[src/rtl/alu8_pkg.sv]
package alu8_pkg;

  localparam int unsigned DW = 8;
  localparam int unsigned NW = DW / 2;
  localparam int unsigned OPW = 4;
  localparam int unsigned FW = 5;

  typedef enum logic [OPW-1:0] {
    OP_ADD  = 4'd0,
    OP_ADC  = 4'd1,
    OP_SUB  = 4'd2,
    OP_SBB  = 4'd3,
    OP_INC  = 4'd4,
    OP_DEC  = 4'd5,
    OP_AND  = 4'd6,
    OP_OR   = 4'd7,
    OP_XOR  = 4'd8,
    OP_CMP  = 4'd9,
    OP_CPL  = 4'd10,
    OP_ROLW = 4'd11,
    OP_RORW = 4'd12,
    OP_ROLC = 4'd13,
    OP_RORC = 4'd14,
    OP_MOVB = 4'd15
  } alu_op_e;

  typedef enum logic [2:0] {
    CL_FULL  = 3'd0,
    CL_STEP  = 3'd1,
    CL_LOGIC = 3'd2,
    CL_ROT   = 3'd3,
    CL_KEEP  = 3'd4
  } flag_cls_e;

  typedef struct packed {
    logic s;
    logic z;
    logic ac;
    logic p;
    logic cy;
  } flags_t;

  function automatic flag_cls_e op_class(input alu_op_e op);
    case (op)
      OP_ADD, OP_ADC, OP_SUB, OP_SBB, OP_CMP: op_class = CL_FULL;
      OP_INC, OP_DEC:                         op_class = CL_STEP;
      OP_AND, OP_OR, OP_XOR:                  op_class = CL_LOGIC;
      OP_ROLW, OP_RORW, OP_ROLC, OP_RORC:     op_class = CL_ROT;
      default:                                op_class = CL_KEEP;
    endcase
  endfunction

  function automatic logic is_subtract(input alu_op_e op);
    is_subtract = (op == OP_SUB) || (op == OP_SBB) || (op == OP_CMP);
  endfunction

  function automatic logic even_ones(input logic [DW-1:0] v);
    even_ones = ~(^v);
  endfunction

  function automatic logic all_zero(input logic [DW-1:0] v);
    all_zero = (v == '0);
  endfunction

endpackage

[src/rtl/alu8_arith.sv]
module alu8_arith
  import alu8_pkg::*;
#(
  parameter int unsigned W = DW
) (
  input  alu_op_e        op,
  input  logic [W-1:0]   a,
  input  logic [W-1:0]   b,
  input  logic           cin,
  output logic [W-1:0]   sum,
  output logic           cy_out,
  output logic           nib_cy
);

  localparam int unsigned HALF = W / 2;

  logic [W-1:0] addend;
  logic         carry0;
  logic [W:0]   chain;
  logic [W-1:0] bits;

  always_comb begin
    addend = b;
    carry0 = 1'b0;
    case (op)
      OP_ADD:         begin addend = b;       carry0 = 1'b0; end
      OP_ADC:         begin addend = b;       carry0 = cin;  end
      OP_SUB, OP_CMP: begin addend = ~b;      carry0 = 1'b1; end
      OP_SBB:         begin addend = ~b;      carry0 = ~cin; end
      OP_INC:         begin addend = '0;      carry0 = 1'b1; end
      OP_DEC:         begin addend = '1;      carry0 = 1'b0; end
      default:        begin addend = b;       carry0 = 1'b0; end
    endcase
  end

  assign chain[0] = carry0;

  for (genvar gi = 0; gi < W; gi++) begin : g_ripple
    assign bits[gi]     = a[gi] ^ addend[gi] ^ chain[gi];
    assign chain[gi+1]  = (a[gi] & addend[gi]) | (chain[gi] & (a[gi] ^ addend[gi]));
  end

  assign sum    = bits;
  assign cy_out = is_subtract(op) ? ~chain[W] : chain[W];
  assign nib_cy = chain[HALF];

endmodule

[src/rtl/alu8_logic.sv]
module alu8_logic
  import alu8_pkg::*;
#(
  parameter int unsigned W = DW
) (
  input  alu_op_e        op,
  input  logic [W-1:0]   a,
  input  logic [W-1:0]   b,
  output logic [W-1:0]   res
);

  always_comb begin
    case (op)
      OP_AND:  res = a & b;
      OP_OR:   res = a | b;
      OP_XOR:  res = a ^ b;
      OP_CPL:  res = ~a;
      default: res = b;
    endcase
  end

endmodule

[src/rtl/alu8_rotate.sv]
module alu8_rotate
  import alu8_pkg::*;
#(
  parameter int unsigned W = DW
) (
  input  alu_op_e        op,
  input  logic [W-1:0]   a,
  input  logic           cin,
  output logic [W-1:0]   res,
  output logic           cy_out
);

  logic left;
  logic fill;

  always_comb begin
    left = (op == OP_ROLW) || (op == OP_ROLC);
    case (op)
      OP_ROLW: fill = a[W-1];
      OP_RORW: fill = a[0];
      default: fill = cin;
    endcase
  end

  for (genvar gi = 0; gi < W; gi++) begin : g_shift
    if (gi == 0) begin : g_lsb
      assign res[gi] = left ? fill : a[gi+1];
    end else if (gi == W - 1) begin : g_msb
      assign res[gi] = left ? a[gi-1] : fill;
    end else begin : g_mid
      assign res[gi] = left ? a[gi-1] : a[gi+1];
    end
  end

  assign cy_out = left ? a[W-1] : a[0];

endmodule

[src/rtl/alu8_flags.sv]
module alu8_flags
  import alu8_pkg::*;
#(
  parameter int unsigned W = DW
) (
  input  logic         clk,
  input  logic         rst_n,
  input  logic         we,
  input  flag_cls_e    cls,
  input  logic [W-1:0] res,
  input  logic         cy_new,
  input  logic         ac_new,
  output flags_t       flags_q
);

  flags_t nxt;

  always_comb begin
    nxt = flags_q;
    case (cls)
      CL_FULL: begin
        nxt.s  = res[W-1];
        nxt.z  = all_zero(res);
        nxt.ac = ac_new;
        nxt.p  = even_ones(res);
        nxt.cy = cy_new;
      end
      CL_STEP: begin
        nxt.s  = res[W-1];
        nxt.z  = all_zero(res);
        nxt.ac = ac_new;
        nxt.p  = even_ones(res);
      end
      CL_LOGIC: begin
        nxt.s  = res[W-1];
        nxt.z  = all_zero(res);
        nxt.ac = 1'b0;
        nxt.p  = even_ones(res);
        nxt.cy = 1'b0;
      end
      CL_ROT: begin
        nxt.cy = cy_new;
      end
      default: nxt = flags_q;
    endcase
  end

  always_ff @(posedge clk or negedge rst_n) begin
    if (!rst_n) begin
      flags_q <= '0;
    end else if (we) begin
      flags_q <= nxt;
    end
  end

endmodule

[src/rtl/alu8_core.sv]
module alu8_core
  import alu8_pkg::*;
#(
  parameter int unsigned W = DW
) (
  input  logic           clk,
  input  logic           rst_n,
  input  logic [OPW-1:0] op_sel,
  input  logic [W-1:0]   acc_in,
  input  logic [W-1:0]   opb_in,
  input  logic           cy_in,
  input  logic           flag_we,
  output logic [W-1:0]   result_o,
  output logic           acc_we_o,
  output logic [FW-1:0]  flags_o
);

  alu_op_e      op;
  flag_cls_e    cls;
  logic [W-1:0] arith_res;
  logic         arith_cy;
  logic         arith_ac;
  logic [W-1:0] logic_res;
  logic [W-1:0] rot_res;
  logic         rot_cy;
  logic         cy_sel;
  flags_t       flags_q;
  logic         flags_upd;

  assign op  = alu_op_e'(op_sel);
  assign cls = op_class(op);

  alu8_arith #(.W(W)) u_arith (
    .op     (op),
    .a      (acc_in),
    .b      (opb_in),
    .cin    (cy_in),
    .sum    (arith_res),
    .cy_out (arith_cy),
    .nib_cy (arith_ac)
  );

  alu8_logic #(.W(W)) u_logic (
    .op  (op),
    .a   (acc_in),
    .b   (opb_in),
    .res (logic_res)
  );

  alu8_rotate #(.W(W)) u_rot (
    .op     (op),
    .a      (acc_in),
    .cin    (cy_in),
    .res    (rot_res),
    .cy_out (rot_cy)
  );

  always_comb begin
    case (cls)
      CL_FULL, CL_STEP: result_o = arith_res;
      CL_ROT:           result_o = rot_res;
      default:          result_o = logic_res;
    endcase
  end

  assign cy_sel    = (cls == CL_ROT) ? rot_cy : arith_cy;
  assign flags_upd = flag_we && (cls != CL_KEEP);

  alu8_flags #(.W(W)) u_flags (
    .clk     (clk),
    .rst_n   (rst_n),
    .we      (flag_we),
    .cls     (cls),
    .res     (result_o),
    .cy_new  (cy_sel),
    .ac_new  (arith_ac),
    .flags_q (flags_q)
  );

  assign acc_we_o = (op != OP_CMP);
  assign flags_o  = flags_q;

endmodule

[config.mk]
export PLATFORM = sky130hd
export DESIGN_NAME = alu8_core
export DESIGN_NICKNAME = d
export VERILOG_FILES = /design/src/rtl/alu8_pkg.sv /design/src/rtl/alu8_arith.sv /design/src/rtl/alu8_logic.sv /design/src/rtl/alu8_rotate.sv /design/src/rtl/alu8_flags.sv /design/src/rtl/alu8_core.sv
export SDC_FILE = /design/constraint.sdc
export NUM_CORES = 1
export LEC_CHECK = 0
export ABC_AREA = 0
export BUFFER_PORTS_ARGS = -buffer_cell sky130_fd_sc_hd__buf_2
export CAP_MARGIN = 20
export CORE_ASPECT_RATIO = 2
export CORE_UTILIZATION = 42
export DETAILED_ROUTE_END_ITERATION = 8
export PLACE_DENSITY = 0.71
export SLEW_MARGIN = 5
export SYNTH_ARGS = -nofsm -noshare
export SYNTH_HDL_FRONTEND = slang
export SYNTH_SLANG_ARGS = --single-unit
[constraint.sdc]
create_clock -name clk -period 6.79 [get_ports clk]
set_input_delay 0.679 -clock clk [delete_from_list [all_inputs] [get_ports clk]]
set_output_delay 0.679 -clock clk [all_outputs]
set_load 0.03 [all_outputs]
==> results.sh <==
export IMPL_cts_root_buf="clkbuf_8"
export IMPL_syn_area_sq_mm=0.00201
export IMPL_path_buf_inv=6
export IMPL_dp_cells=330
export IMPL_htree_levels=1
export IMPL_worstPathMaxFanout=9
export IMPL_synthCells=251
export IMPL_yosysSeqAreaShare_pct=6.21
export IMPL_route_detailed_drc=0
export IMPL_cts_sinks=5
export IMPL_hold_viol_final=0
export IMPL_clk_path_buf_depth=2
export IMPL_fin_crit_ps=6420
export IMPL_clock_skew_ps=0
export IMPL_cts_resized_gates=0
export IMPL_synth_nets=308
export IMPL_relSlewSlack_pct=35.6
export IMPL_path_class="input pin to primary output"
export IMPL_nets=337
export IMPL_die_w_um=51.0
export IMPL_end_kind="primary output"
export IMPL_cp_cell_sequence="buf_2, inv_1, ha_1, nor2b_1, or3_1, a21boi_2, a21o_1, fa_1, fa_1, fa_1, fa_1, fa_1, inv_1, fa_1, inv_1, fa_1, inv_1, fa_1, nand3b_1, o311ai_1, buf_2"
export IMPL_avgViaCountPerCell=6.36
export IMPL_clock_latency_ps=220
export IMPL_cts_hold_buf=0
export IMPL_grtUsageTotal_pct=24.5
export IMPL_drt_iter0_drc=71
export IMPL_worst_slew_pin_slew_ps=966
export IMPL_clk_pin_slew_ps=40
export IMPL_setup_violations=0
export IMPL_firstDrtPassIters=5
export IMPL_dpl_hpwl_um=4680
export IMPL_io_buffers=37
export IMPL_ys_seq_elements=5
export IMPL_cp_arrival_ps=5750
export IMPL_dieHeight_um=99.9
export IMPL_async_reset_ff_share_pct=100
export IMPL_crit_path_frequent_cell="fa_1"
export IMPL_cp_top_family="adder cells"
export IMPL_antenna_found_initial=0
export IMPL_total_power_uw=348
export IMPL_finalCritPeriodShare_pct=94.6
export IMPL_cts_buffers=3
export IMPL_layout_common_cells="37 x buf_2, 25 x o21ai_0, 25 x ha_1"
export IMPL_wire_per_inst_um=17.7
export IMPL_slowest_stage="fa_1"
export IMPL_final_common_cell="buf_2"
export IMPL_syn_to_final_growth_pct=11.4
export IMPL_cp_start_kind="input pin"
export IMPL_grt_pass1_wl_um=9530
export IMPL_outcome="finished clean"
export IMPL_gr_total_overflow=0
export IMPL_slew_viol_final=0
export IMPL_setup_tns_ps=0
export IMPL_instances_no_fill=334
export IMPL_ant_nets=0
export IMPL_vdd_drop_max_uv=160
export IMPL_synthDistinctLibCells=59
export IMPL_p_leak_uw=0.00106
export IMPL_top_regs="u_flags.flags_q x5"
export IMPL_largest_register="u_flags.flags_q"
export IMPL_r2r_cells=1
export IMPL_p_per_area_mw_per_mm2=155
export IMPL_dieArea_sq_mm=0.00509
export IMPL_io_pins=38
export IMPL_cap_violations=0
export IMPL_rsz0062_at_grt="no"
export IMPL_gp_congestion=0.988
export IMPL_drive_gt1_share_pct=23.3
export IMPL_post_cts_buffers=0
export IMPL_wl_um=5910
export IMPL_synth_main_ff_cell="dfrtp_1"
export IMPL_start_util_pct=43.8
export IMPL_slowest_delay_ps=440
export IMPL_grt_max_degree=22
export IMPL_hp_class="input pin to async pin"
export IMPL_synth_edf_count=0
export IMPL_max_freq_ghz=0.156
export IMPL_grt_pass1_vias=2046
export IMPL_core_sq_mm=0.00460
export IMPL_avgSynthCellArea_sq_um=8.03
export IMPL_yosys_warnings=0
export IMPL_rows=35
export IMPL_required_ps=6110
export IMPL_largest_reg_flops=5
export IMPL_cts_tree="built"
export IMPL_antenna_cells=0
export IMPL_num_vias=2123
export IMPL_crit_cells=21
==> worst paths after layout <==
check	start	end	slack, ps
hold reg to reg	u_flags.flags_q[1]$_DFFE_PN0P_	u_flags.flags_q[1]$_DFFE_PN0P_	500
min in group clk	u_flags.flags_q[1]$_DFFE_PN0P_	u_flags.flags_q[1]$_DFFE_PN0P_	500
setup reg to reg	u_flags.flags_q[2]$_DFFE_PN0P_	u_flags.flags_q[2]$_DFFE_PN0P_	6050
setup / recovery	op_sel[1]	result_o[7]	370
max in group asynchronous	rst_n	u_flags.flags_q[0]$_DFFE_PN0P_	6390
hold / removal	rst_n	u_flags.flags_q[1]$_DFFE_PN0P_	260
==> through the flow <==
step                      utilization [%]  worst slack, ps  hold slack [ps]  cell area [sq um]
after CTS                            48.8              384              259               2240
after floorplan                         -              688              383               2010
after global placement               47.8              471              495               2200
after global routing                 48.8             57.8              264               2240
after detailed placement             47.8              379              497               2200
final                                48.8              366              264               2240
==> kinds of logic (layout without fill, tap and decap cells) <==
kind of cell | Yosys count | after routing | share of synthesized area (%)
AO/OA/AOI/OAI | 97 | 97 | 35.3
XOR/XNOR | 3 | 3 | 1.30
adder cells (fa/ha/maj) | 33 | 33 | 23.5
buffers and inverters | 43 | 71 | 10.2
flip-flops | 5 | 5 | 6.21
multiplexers | 6 | 6 | 3.48
AND/OR/NAND/NOR | 64 | 64 | 20.0
==> cell usage after synthesis (6+ instances only) <==
cell type / number / area share (%)
and3b_1: 7 / 3.0
o21ai_0: 25 / 6.2
a2bb2oi_1: 6 / 2.6
inv_1: 24 / 4.5
nor3b_1: 7 / 2.6
ha_1: 25 / 16
nand3_1: 6 / 1.5
buf_2: 6 / 1.5
nand2_1: 8 / 1.5
nor2b_1: 8 / 2.5
fa_1: 8 / 8.0
o221ai_1: 9 / 3.9
a21o_1: 6 / 2.2
a21oi_1: 10 / 2.5
==> where the power goes <==
group	switching (uW)	internal, uW
Combinational	148	103
Sequential	3.68	37.6
Clock	14.7	40.3
Total	166	181
==> layer usage <==
metal	wire, um	track usage, %	share of wire (%)	up-vias
li1	-	-	-	1000
met1	2150	26.3	36	1020
met2	3120	43.5	53	79
met3	243	3.33	4.1	24
met4	393	15.0	6.7	0
met5	0	0	0	-
==> area by class of cell <==
type	instances	area [sq um]
fillers	485	2350
multi-input cells	203	1680
flip-flops and latches	5	125
inverters	24	90.1
repair buffers	43	230
well taps	55	68.8
clock buffers	4	45.0
Power figures use the tool's default switching activity.
